File: config.mk
export PLATFORM = sky130hd
export DESIGN_NAME = moesi_line_ctrl
export DESIGN_NICKNAME = d
export VERILOG_FILES = /design/src/rtl/moesi_pkg.sv /design/src/rtl/moesi_state_array.sv /design/src/rtl/moesi_local_fsm.sv /design/src/rtl/moesi_snoop_fsm.sv /design/src/rtl/moesi_line_ctrl.sv
export SDC_FILE = /design/constraint.sdc
export NUM_CORES = 1
export LEC_CHECK = 0
export BUFFER_PORTS_ARGS = -buffer_cell sky130_fd_sc_hd__buf_2
export CAP_MARGIN = 40
export CORE_MARGIN = 4
export CORE_UTILIZATION = 40
export CTS_CLUSTER_DIAMETER = 120
export DETAILED_ROUTE_END_ITERATION = 10
export PLACE_DENSITY = 0.62
export RECOVER_POWER = 25
export SLEW_MARGIN = 5
export SYNTH_ARGS = -nofsm -noshare
export SYNTH_HDL_FRONTEND = slang
export SYNTH_SLANG_ARGS = --single-unit
File: constraint.sdc
create_clock -name clk -period 4.8 [get_ports clk]
set_clock_uncertainty 0.05 [all_clocks]
set_input_delay 0.48 -clock clk [delete_from_list [all_inputs] [get_ports clk]]
set_output_delay 0.48 -clock clk [all_outputs]
set_load 0.02 [all_outputs]
File: src/rtl/moesi_pkg.sv
package moesi_pkg;

  typedef enum logic [2:0] {
    ST_I = 3'd0,
    ST_S = 3'd1,
    ST_E = 3'd2,
    ST_O = 3'd3,
    ST_M = 3'd4
  } line_st_t;

  typedef enum logic [1:0] {
    LOP_NONE  = 2'd0,
    LOP_READ  = 2'd1,
    LOP_WRITE = 2'd2,
    LOP_EVICT = 2'd3
  } loc_op_t;

  typedef enum logic [1:0] {
    SNP_NONE  = 2'd0,
    SNP_READ  = 2'd1,
    SNP_INVAL = 2'd2,
    SNP_RWR   = 2'd3
  } snp_op_t;

  typedef struct packed {
    line_st_t nxt;
    logic     hit;
    logic     bus_read;
    logic     inval;
    logic     wback;
    logic     supply;
    logic     has_copy;
  } act_t;

endpackage

File: src/rtl/moesi_state_array.sv
module moesi_state_array
  import moesi_pkg::*;
#(
  parameter int LINES = 16,
  localparam int IDX_W = (LINES > 1) ? $clog2(LINES) : 1
) (
  input  logic             clk,
  input  logic             rst,
  input  logic [IDX_W-1:0] rd_idx,
  output line_st_t         rd_st,
  input  logic             we,
  input  logic [IDX_W-1:0] wr_idx,
  input  line_st_t         wr_st
);

  line_st_t mem [LINES];

  assign rd_st = mem[rd_idx];

  always_ff @(posedge clk) begin
    if (rst) begin
      for (int i = 0; i < LINES; i++) mem[i] <= ST_I;
    end else if (we) begin
      mem[wr_idx] <= wr_st;
    end
  end

endmodule

File: src/rtl/moesi_local_fsm.sv
module moesi_local_fsm
  import moesi_pkg::*;
(
  input  loc_op_t  op,
  input  line_st_t cur,
  input  logic     shared_in,
  output act_t     act
);

  always_comb begin
    act          = '0;
    act.nxt      = cur;
    unique case (op)
      LOP_READ: begin
        if (cur == ST_I) begin
          act.bus_read = 1'b1;
          act.nxt      = shared_in ? ST_S : ST_E;
        end else begin
          act.hit = 1'b1;
        end
      end
      LOP_WRITE: begin
        act.nxt = ST_M;
        unique case (cur)
          ST_I: begin
            act.bus_read = 1'b1;
            act.inval    = 1'b1;
          end
          ST_S, ST_O: act.inval = 1'b1;
          default: ;
        endcase
      end
      LOP_EVICT: begin
        act.nxt   = ST_I;
        act.wback = (cur == ST_M) || (cur == ST_O);
      end
      default: ;
    endcase
  end

endmodule

File: src/rtl/moesi_snoop_fsm.sv
module moesi_snoop_fsm
  import moesi_pkg::*;
(
  input  snp_op_t  op,
  input  line_st_t cur,
  output act_t     act
);

  logic dirty;
  assign dirty = (cur == ST_M) || (cur == ST_O);

  always_comb begin
    act     = '0;
    act.nxt = cur;
    unique case (op)
      SNP_READ: begin
        act.has_copy = (cur != ST_I);
        act.supply   = dirty;
        unique case (cur)
          ST_M: act.nxt = ST_O;
          ST_E: act.nxt = ST_S;
          default: ;
        endcase
      end
      SNP_INVAL, SNP_RWR: begin
        act.nxt    = ST_I;
        act.supply = dirty;
      end
      default: ;
    endcase
  end

endmodule

File: src/rtl/moesi_line_ctrl.sv
module moesi_line_ctrl
  import moesi_pkg::*;
#(
  parameter int LINES = 16,
  localparam int IDX_W = (LINES > 1) ? $clog2(LINES) : 1
) (
  input  logic             clk,
  input  logic             rst,
  input  logic [1:0]       loc_op,
  input  logic [IDX_W-1:0] loc_idx,
  input  logic [1:0]       snp_op,
  input  logic [IDX_W-1:0] snp_idx,
  input  logic             i_shared,
  output logic [2:0]       o_state,
  output logic             o_hit,
  output logic             o_bus_read,
  output logic             o_inval,
  output logic             o_wback,
  output logic             o_supply,
  output logic             o_has_copy
);

  logic             snp_act;
  logic [IDX_W-1:0] sel_idx;
  line_st_t         cur;
  act_t             loc_a, snp_a, sel_a;
  logic             we;

  assign snp_act = (snp_op != SNP_NONE);
  assign sel_idx = snp_act ? snp_idx : loc_idx;

  moesi_state_array #(.LINES(LINES)) u_array (
    .clk    (clk),
    .rst    (rst),
    .rd_idx (sel_idx),
    .rd_st  (cur),
    .we     (we),
    .wr_idx (sel_idx),
    .wr_st  (sel_a.nxt)
  );

  moesi_local_fsm u_local (
    .op        (loc_op_t'(loc_op)),
    .cur       (cur),
    .shared_in (i_shared),
    .act       (loc_a)
  );

  moesi_snoop_fsm u_snoop (
    .op  (snp_op_t'(snp_op)),
    .cur (cur),
    .act (snp_a)
  );

  assign sel_a = snp_act ? snp_a : loc_a;
  assign we    = (sel_a.nxt != cur);

  always_ff @(posedge clk) begin
    if (rst) begin
      o_state    <= ST_I;
      o_hit      <= 1'b0;
      o_bus_read <= 1'b0;
      o_inval    <= 1'b0;
      o_wback    <= 1'b0;
      o_supply   <= 1'b0;
      o_has_copy <= 1'b0;
    end else begin
      o_state    <= sel_a.nxt;
      o_hit      <= sel_a.hit;
      o_bus_read <= sel_a.bus_read;
      o_inval    <= sel_a.inval;
      o_wback    <= sel_a.wback;
      o_supply   <= sel_a.supply;
      o_has_copy <= sel_a.has_copy;
    end
  end

  AST_SUPPLY_NEEDS_SNOOP: assert property (@(posedge clk) disable iff (rst)
    o_supply |-> ($past(!rst) && $past(snp_op) != 2'd0));

  AST_WBACK_NEEDS_EVICT: assert property (@(posedge clk) disable iff (rst)
    o_wback |-> ($past(loc_op) == 2'd3 && $past(snp_op) == 2'd0));

  AST_INVAL_CLEARS_LINE: assert property (@(posedge clk) disable iff (rst)
    ($past(!rst) && $past(snp_op[1])) |-> (o_state == 3'(ST_I)));

  AST_FILL_BY_SHARED: assert property (@(posedge clk) disable iff (rst)
    ($past(!rst) && $past(loc_op) == 2'd1 && $past(snp_op) == 2'd0 && $past(cur) == ST_I)
      |-> (o_state == ($past(i_shared) ? 3'(ST_S) : 3'(ST_E))));

  AST_EXCL_WRITE_SILENT: assert property (@(posedge clk) disable iff (rst)
    ($past(!rst) && $past(loc_op) == 2'd2 && $past(snp_op) == 2'd0 && $past(cur) == ST_E)
      |-> (!o_inval && !o_bus_read && o_state == 3'(ST_M)));

  AST_SNOOP_BLOCKS_LOCAL: assert property (@(posedge clk) disable iff (rst)
    ($past(!rst) && $past(snp_op) != 2'd0)
      |-> (!o_hit && !o_wback && !o_bus_read && !o_inval));

endmodule

== After elaboration in Yosys (flattened, before gate mapping) ==
Memories as Yosys holds them, arrays and structs flattened.
Index checks and enable logic that the tools add are counted.
Storage, ports and cells
  output and inout bits: 9
  memory bits (writable): 48
  ROM bits: 0
  bits in latches: 0
  input port bits: 15
  register bits after elaboration: 9
  memories: 1
Operators by class
  div/mod/pow operators: 0
  add/sub/neg operators: 0
  $mul: 0
  equal/unequal tests: 11
  magnitude comparators: 0
  bitwise gates (word level): 7
  shifts and indexed selects: 0
  mux-type cells: 24
  reduce and logical (&&, ||, !) cells: 15
Memory list
  u_array.mem: depth 16, width 3, rd ports 1, clocked after Yosys merged registers in 0, wr ports 16, RTL line moesi_state_array.sv:16  | line_st_t mem [LINES];
Operators by type and width (number)
  $reduce_or A3 Y1: 9
  $mux W1: 15
  $pmux W3 S2: 2
  $mux W9: 1
  $pmux W3 S3: 1
  $eq A2 B2 Y1 const B: 4
  $mux W4: 2
  $not A1 Y1: 7
  $eq A3 B2 Y1 const B: 2
  $mux W3: 2
  $eq A2 B1 Y1 const B: 2
  $reduce_or A2 Y1: 2
  $eq A3 B1 Y1 const B: 1
  $eq A3 B3 Y1 const B: 1
  $logic_not A3 Y1: 1
  $ne A3 B3 Y1: 1
  $reduce_bool A3 Y1: 1
  $mux W2: 1
  $reduce_bool A2 Y1: 1
  $logic_or A1 B1 Y1: 1

== Longest topological paths before layout ==
Gate-level depths: netlist of run 1.
An unclocked memory read counts as a cell.
  depth after elaboration: 14
  mapped depth: 14
  gate-level depth less buffers: 9

== Cells and area by module ==
From an unflattened synthesis of run 1, not the netlist that was laid out.
Unflattened totals
  cell total of the unflattened synthesis: 269
  area, all modules: 3093.0 um^2
Modules (own cells, without submodules)
  moesi_state_array: cells each 169, area an instance 2392.3 um^2, times used 1
  moesi_line_ctrl: cells each 57, area an instance 409.1 um^2, times used 1
  moesi_local_fsm: cells each 23, area an instance 172.7 um^2, times used 1
  moesi_snoop_fsm: cells each 20, area an instance 118.9 um^2, times used 1

== Worst setup path before layout of run 1 ==
No wires, ideal clock.
  path kind: input to register
  start point: input port snp_op[0]
  end point: memory u_array.mem[5][0] (netlist bit) (enable)
  stages on the path: 13
  setup time: 0.303 ns
  slack: 1.293 ns
  buffers on the path: 4
  arrival time: 3.154 ns
  required time: 4.447 ns
  cells stage by stage: or3b_1 -> nand2_2 -> buf_6 -> buf_8 -> mux4_2 -> a22oi_2 -> o41ai_4 -> nand2b_1 -> o221ai_2 -> or2_1 -> buf_6 -> buf_6 -> a31o_1
RTL lines
  start: declaration: RTL line moesi_line_ctrl.sv:11  | input logic [1:0] snp_op,
  end: declaration: RTL line moesi_state_array.sv:16

==> metrics.sh, run 1 <==
LAYOUT.FILLER_CELLS=775
CLOCK-ROOT-BUFFER='clkbuf_8'
SYNTH_NETS=315
MIN_TCLK_POST_ROUTE_NS=4.18
DIE_AREA_UM2=9350
ANTENNA_VIOLATING_NETS_POST_ROUTE=0
POST_DRT_VIA_CELL_RATIO=5.76
FLOORPLAN.DIE.WIDTH_UM=96.7
GP_ROUTABILITY_CONGESTION=0.938
MET2_USAGE_PCT=25.2
YS.WARNINGS.COUNT=0
SYN-CELL-AREA_UM2=3150
FINALWIRELENGTH_UM=7780
DETAILEDROUTE.FIRSTPASSITERATIONCOUNT=5
REMAINING_GLOBAL_ROUTE_OVERFLOW=0
POST_SYNTH_MAIN_AREA_CONTRIBUTORS='edfxtp_1 46%, nor2_1 8.0%, dfxtp_1 5.7%, a31o_1 4.2%, nand2_1 3.2%'
POST-ROUTE-PERIOD-UTIL_PCT=87.0
SYNTHFLOPTYPE='edfxtp_1'
CRITICAL_PATH.SLOWEST_CELL='nand2_1'
NUM-NETS-FINAL=337
CTS_REPAIR_RESIZE_COUNT=0
HOLD_PATH.CLASS='primary input to flop'
IO_PINS=24
CRITPATHMAXSTAGEDELAY_NS=0.62
ANTENNA_VIOLATIONS_BEFORE_REPAIR=0
IO_BUFFERS=23
POST_SYNTH_INST_COUNT=296
ASYNCSETRESETFLOPFRACSYNTH_PCT=0
WORST_SLACK_NS=0.623
WORST-PATH-MAX-FANOUT=20
SYNTHDISTINCTLIBCELLS=60
SHARE_OF_LAYOUT_CELLS_ABOVE_DRIVE_STRENGTH_1_PCT=14.6
FINAL-INSTANCE-COUNT-EXCL-FILL=425
FINAL_ANTENNA_DIODE_COUNT=0
PLACE.DETAILED.INSTANCES=409
FLOORPLAN.INITIALDENSITY_PCT=41.0
ENDPOINT_KIND_OF_THE_WORST_SETUP_TIMING_PATH='flop'
LAYOUT-AREA-OVERHEAD-VS-SYNTH_PCT=10.6
USE_MET3_PCT=4.61
SETUP-VIOLATIONS-FINAL=0
GLOBALROUTE.BUSIESTLAYER='met2'
LARGEST_AREA_CONTRIBUTOR_IN_THE_SYNTHESIZED_NETLIST='edfxtp_1'
CAP_VIOLATIONS=0
RSZ_0062_RAISED_AFTER_GLOBAL_ROUTING='no'
VIA_COUNT_OF_THE_FIRST_GLOBAL_ROUTING_PASS=2355
CTS_BUFFERS=9
POST_CTS.REPAIR.SETUP_BUFFERS=0
TOTAL_POWER_mW=1.21
AVGSYNTHCELLAREA_UM2=10.6
FINAL_CELL_MIX='67 x nor2_1, 48 x edfxtp_1, 28 x nand2_1, 15 x a31o_1, 14 x buf_2'
GRT_FIRST_PASS_WIRELENGTH_UM=12200
SYNTH_TOP_AREA_SHARE_PCT=45.8
VIAS_POST_DR=2449
PATH_BUF_INV=2
REPORT.FINAL.HOLD_VIOL_COUNT=0
CLK_PIN_SLEW_WORST_PATHS_NS=0.07
CRITICAL_PATH_RT_NS=4.84
GLOBAL_ROUTE.USAGE.MET1_PCT=22.8
CTSHTREEMAXLEVEL=3
FLOORPLAN.ROWS=32
POSTCTSHOLDBUFS=0
FINALMAXSLEWVIOLATIONS=0
PEAKVDDDROP_mV=0.118
DIE_SPAN_IN_Y_UM=96.7
PATH_TYPE_OF_THE_WORST_SETUP_PATH='primary input to flop'
DRC_ERRORS=0
LAYOUT_COMMONEST_CELL='nor2_1'
TRITONCTS='built'
CTS.SINK_COUNT=57
TIMING.HOLD.WS_NS=0.484
P_PER_AREA_nW_PER_UM2=348
PIN_COUNT_OF_THE_BIGGEST_NET_ENTERING_GLOBAL_ROUTING=28
CORE-AREA_UM2=7690
CPLARGESTDELAYFAMILY='simple AND/OR/NAND/NOR gates'
DESIGN_AREA_UM2=3480
STATIC-LEAKAGE-POWER_nW=1.23
DETAILED_PLACE_HPWL_UM=5560
TIMING.FMAX_MHz=239
WORSTPATHCELLLIST='buf_2, or3b_1, nand2_1, mux4_2, a22oi_1, and2_0, nor2_1, a32o_1, or2_1, buf_4, a41o_1'
CTS.PATH.MAX_BUFFERS=2
TIMING_WORST_SLEW_PIN_VALUE_NS=0.823
UTILIZATION_AFTER_LAYOUT_PCT=45.3
STATUS='completed'
MAX_SLEW_MARGIN_PCT=44.7
START_KIND='primary input'
SYNTH-SEQ-CELLS=57
PLACED_STANDARD_CELL_AREA_UM2=3320
INITIAL_DRT_MARKERS=183
CLOCK_INSERTION_DELAY_AT_THE_LATER_PIN_OF_THE_SKEW_REPORT_NS=0.34
SETUP_TOTAL_NEGATIVE_SLACK_NS=0
WL_PER_CELL_UM=18.3
GRT_USAGE_PCT=16.8
YOSYSSEQAREASHARE_PCT=51.5
TIMING.CRITICAL_PATH.ARRIVAL_NS=4.21
SYNTH-EDFF-COUNT=48
DPL_WORST_SLACK_NS=0.579
[routing by layer]
| layer | wire [um] | vias up |
|---|---|---|
| met1 | 3540 | 1187 |
| met2 | 3520 | 97 |
| met5 | 0 | - |
| li1 | - | 1150 |
| met3 | 555 | 15 |
| met4 | 167 | 0 |
[path summary, 6_finish.rpt]
check,from,slack (ns),end,cells past startpoint
setup / recovery,snp_op[0],0.62,u_array.mem[6][0],11
hold / removal,loc_op[1],0.48,o_wback,3
setup reg to reg,u_array.mem[5][2],1.86,u_array.mem[6][0],8
hold reg to reg,u_array.mem[15][2],0.93,o_hit,5
[report_power, final]
group          switching [mW]  internal, mW  total (mW)
Combinational           0.147        0.0723       0.220
Clock                   0.185         0.237       0.421
Sequential            0.00891         0.560       0.569
Total                   0.341         0.869        1.21
[cell families (layout without fill, tap and decap cells)]
logic type | after synthesis | in the layout | synth area share (%)
buffers and inverters | 20 | 47 | 3.89
AOI/OAI and AO/OA | 63 | 63 | 16.7
adders and majority gates | 4 | 4 | 1.59
xor gates and xnor gates | 1 | 1 | 0.278
muxes | 10 | 10 | 5.13
and+or+nand+nor | 141 | 141 | 20.9
DFF | 57 | 57 | 51.5
[sequential cells by signal, summed over array words and instances (netlist names)]
name and flops:
o_bus_read 1, o_has_copy 1, o_hit 1, o_inval 1, o_state 3, o_supply 1, o_wback 1, u_array.mem 48
[layout make-up]
class / count / area, um2 / area share [%]
clock buffers: 12 / 135 / 3.88
clock inverters: 4 / 43.8 / 1.26
inverters: 3 / 11.3 / 0.323
multi-input cells: 219 / 1400 / 40.2
flip-flops and latches: 57 / 1620 / 46.6
well taps: 102 / 128 / 3.67
repair buffers: 28 / 141 / 4.06
[worst reg2reg max path, stage by stage, from the launching register on]
cell and delay [ns]:
edfxtp_1 0.39, mux4_2 0.46, a22oi_1 0.22, and2_0 0.45, nor2_1 0.10, a32o_1 0.31, or2_1 0.21, buf_4 0.20
a41o_1 0.30
[Yosys cell counts, drive strengths merged, types with 2 or more instances]
cell	number
o22ai	2
o21ai	8
and3	11
a41o	2
nor4b	2
mux4	4
nand2	28
nor4	2
or2	2
a311oi	2
a31o	16
a211oi	8
nor2	68
nor3	5
nor3b	3
ha	4
a21oi	4
nand3	6
o21a	4
inv	3
and2	2
o31ai	2
or4b	2
a31oi	4
clkbuf	6
mux2i	3
nor2b	4
buf	11
a22oi	2
edfxtp	48
nand2b	2
mux2	3
dfxtp	9
(Power assumes the default switching activity.)
==> inputs of run 2 (changes only) <==
==> constraint.sdc (replaced) <==
create_clock -name clk -period 4.8 [get_ports clk]
set_clock_uncertainty 0.05 [all_clocks]
set_input_delay 0.96 -clock clk [delete_from_list [all_inputs] [get_ports clk]]
set_output_delay 0.96 -clock clk [all_outputs]
set_load 0.02 [all_outputs]
==> run 2 against run 1 <==
  * Final cell count up 0.24%
  * Clock power up 1%
  * Core utilization up 0.16 points
  * Power up 0.58%
  * Global-route usage up 0.71 points
  * Via count down 0.82%
  * Non-clock buffer count up 1
==> metrics.sh, run 2 (synthesized netlist as in run 1, its figures left out) <==
CTS_BUFFERS=9  # unchanged
STATUS='completed'  # unchanged
DIE_AREA_UM2=9350  # unchanged
PIN_COUNT_OF_THE_BIGGEST_NET_ENTERING_GLOBAL_ROUTING=28  # unchanged
DESIGN_AREA_UM2=3490  # was 3480 um2
STATIC-LEAKAGE-POWER_nW=1.23  # about the same
CPLARGESTDELAYFAMILY='simple AND/OR/NAND/NOR gates'  # unchanged
PEAKVDDDROP_mV=0.120  # was 0.118 mV
WORSTPATHCELLLIST='buf_2, or3b_1, nand2_2, mux4_2, a22oi_2, o41ai_4, nand2b_1, o221ai_2, or2_1, a41o_1'  # was buf_2, or3b_1, nand2_1, mux4_2, a22oi_1, and2_0, nor2_1, a32o_1, or2_1, buf_4, a41o_1
LAYOUT-AREA-OVERHEAD-VS-SYNTH_PCT=11.0  # was 10.6%
REG.LARGEST.LIST='u_array.mem (48), o_state (3)'  # unchanged
GRT_USAGE_PCT=17.5  # was 16.8%
CTS.PATH.MAX_BUFFERS=2  # unchanged
REPORT.FINAL.HOLD_VIOL_COUNT=0  # unchanged
CLOCK-ROOT-BUFFER='clkbuf_8'  # unchanged
CTS_REPAIR_RESIZE_COUNT=0  # unchanged
GRT_FIRST_PASS_WIRELENGTH_UM=12700  # was 12,200 um
LAYOUT.FILLER_CELLS=756  # was 775
TIMING.FMAX_MHz=222  # was 239 MHz
TIMING.CRITICAL_PATH.ARRIVAL_NS=4.49  # was 4.21 ns
FINALWIRELENGTH_UM=8020  # was 7780 um
MIN_TCLK_POST_ROUTE_NS=4.50  # was 4.18 ns
DRC_ERRORS=0  # unchanged
TOP_REG_BY_FLOPS='u_array.mem'  # unchanged
POST-ROUTE-PERIOD-UTIL_PCT=93.7  # was 87.0%
FINAL_CELL_MIX='67 x nor2_1, 48 x edfxtp_1, 27 x nand2_1, 15 x a31o_1, 14 x buf_2'  # was 67 x nor2_1, 48 x edfxtp_1, 28 x nand2_1, 15 x a31o_1, 14 x buf_2
WORST_R2R_PATH_DEPTH=8  # unchanged
WL_PER_CELL_UM=18.8  # was 18.3 um
RSZ_0062_RAISED_AFTER_GLOBAL_ROUTING='no'  # unchanged
TIMING_WORST_SLEW_PIN_VALUE_NS=0.918  # was 0.823 ns
ANTENNA_VIOLATING_NETS_POST_ROUTE=0  # unchanged
FINAL_ANTENNA_DIODE_COUNT=0  # unchanged
WORST-PATH-MAX-FANOUT=20  # unchanged
CAP_VIOLATIONS=0  # unchanged
FLOORPLAN.ROWS=32  # unchanged
LAYOUT_COMMONEST_CELL='nor2_1'  # unchanged
PLACED_STANDARD_CELL_AREA_UM2=3320  # unchanged
FINALMAXSLEWVIOLATIONS=0  # unchanged
SETUP-VIOLATIONS-FINAL=0  # unchanged
ANTENNA_VIOLATIONS_BEFORE_REPAIR=0  # unchanged
POSTCTSHOLDBUFS=0  # unchanged
CLOCK_INSERTION_DELAY_AT_THE_LATER_PIN_OF_THE_SKEW_REPORT_NS=0.34  # about the same
CRITICAL_PATH_RT_NS=4.79  # was 4.84 ns
CRITPATHMAXSTAGEDELAY_NS=0.61  # was 0.62 ns
FINAL-INSTANCE-COUNT-EXCL-FILL=426  # was 425
IO_PINS=24  # unchanged
MULTI_INPUT_AREA_UM2=1400  # about the same
FLOORPLAN.DIE.WIDTH_UM=96.7  # unchanged
CTS.SINK_COUNT=57  # unchanged
POST_CTS.REPAIR.SETUP_BUFFERS=0  # unchanged
SETUP_TOTAL_NEGATIVE_SLACK_NS=0  # unchanged
PATH_BUF_INV=1  # was 2
DETAILED_PLACE_HPWL_UM=5530  # was 5560 um
REMAINING_GLOBAL_ROUTE_OVERFLOW=0  # unchanged
HOLD-PATH-CELL-COUNT=5  # was 3
POST_DRT_VIA_CELL_RATIO=5.70  # was 5.76
CORE-AREA_UM2=7690  # unchanged
NUM-NETS-FINAL=338  # was 337
CRITICAL_PATH.SLOWEST_CELL='or2_1'  # was nand2_1
CTSHTREEMAXLEVEL=3  # unchanged
PATH_TYPE_OF_THE_WORST_SETUP_PATH='primary input to flop'  # unchanged
VIAS_POST_DR=2429  # was 2,449
LARGEST_REG_FLOPS=48  # unchanged
DPL_WORST_SLACK_NS=-0.0342  # was 0.579 ns
INITIAL_DRT_MARKERS=173  # was 183
FLOORPLAN.INITIALDENSITY_PCT=41.0  # unchanged
HOLD_PATH.CLASS='flop to flop'  # was primary input to flop
START_KIND='primary input'  # unchanged
CLK_PIN_SLEW_WORST_PATHS_NS=0.07  # about the same
IO_BUFFERS=23  # unchanged
PLACE.DETAILED.INSTANCES=409  # unchanged
ENDPOINT_KIND_OF_THE_WORST_SETUP_TIMING_PATH='flop'  # unchanged
VIA_COUNT_OF_THE_FIRST_GLOBAL_ROUTING_PASS=2450  # was 2,355
SHARE_OF_LAYOUT_CELLS_ABOVE_DRIVE_STRENGTH_1_PCT=14.5  # was 14.6%
DETAILEDROUTE.FIRSTPASSITERATIONCOUNT=5  # unchanged
TRITONCTS='built'  # unchanged
TIMING.CRITICAL_PATH.DEPTH=10  # was 11
P_PER_AREA_nW_PER_UM2=348  # about the same
FF_LATCH_AREA_UM2=1620  # unchanged
DIE_SPAN_IN_Y_UM=96.7  # unchanged
WORST_SLACK_NS=0.303  # was 0.623 ns
GP_ROUTABILITY_CONGESTION=0.851  # was 0.938
MAX_SLEW_MARGIN_PCT=38.8  # was 44.7%
[run 2: cell types whose count changed in the layout (fill, tap and decap cells not counted), sizes merged]
cell	previous run	this run
clkinv	3	4
[run 2: worst paths after layout]
path	start	end	slack, ns
worst max-delay path	snp_op[0]	u_array.mem[6][1]	0.30
worst min-delay path	u_array.mem[12][2]	o_hit	0.92
worst max register to register	u_array.mem[0][1]	u_array.mem[6][1]	1.60
worst min register to register	u_array.mem[12][2]	o_hit	0.92
[run 2: area by class of cell]
type	count	area share, %
tap	102	3.65
sequential	57	46.4
timing repair buffer	29	4.37
multi-input combinational	219	40.2
clock inverter	5	1.32
inverter	3	0.322
clock buffer	11	3.76
[run 2: routing by layer]
metal	share of wire [%]	vias to the layer above	global-route usage (%)
li1	-	1151	-
met1	45	1187	22.7
met2	47	80	28.0
met3	6.0	11	4.69
met4	2.0	0	6.48
met5	0	-	0
[run 2: tightest hold or removal path: stages, from the launching register on]
cell and delay (ns):
edfxtp_1 0.33, mux4_2 0.24, a22oi_1 0.08, nand2_1 0.13
nor2_1 0.08, nor2_1 0.09
[run 2: power breakdown]
part | internal (mW) | switching, mW | leakage (nW)
combinational | 0.0721 | 0.152 | 0.570
clock | 0.234 | 0.192 | 0.0898
sequential | 0.560 | 0.00737 | 0.572
total | 0.866 | 0.351 | 1.23
[run 2: through the flow]
step / hold WS [ns] / power, mW / utilization, %
2_1_floorplan: 0.809 / 0.745 / -
3_3_place_gp: 0.908 / 0.796 / 43.1
3_5_place_dp: 0.914 / 0.799 / 43.1
4_1_cts: 0.929 / 1.22 / 45.5
5_1_grt: 1.00 / 1.27 / 45.5
6_report: 0.922 / 1.22 / 45.5
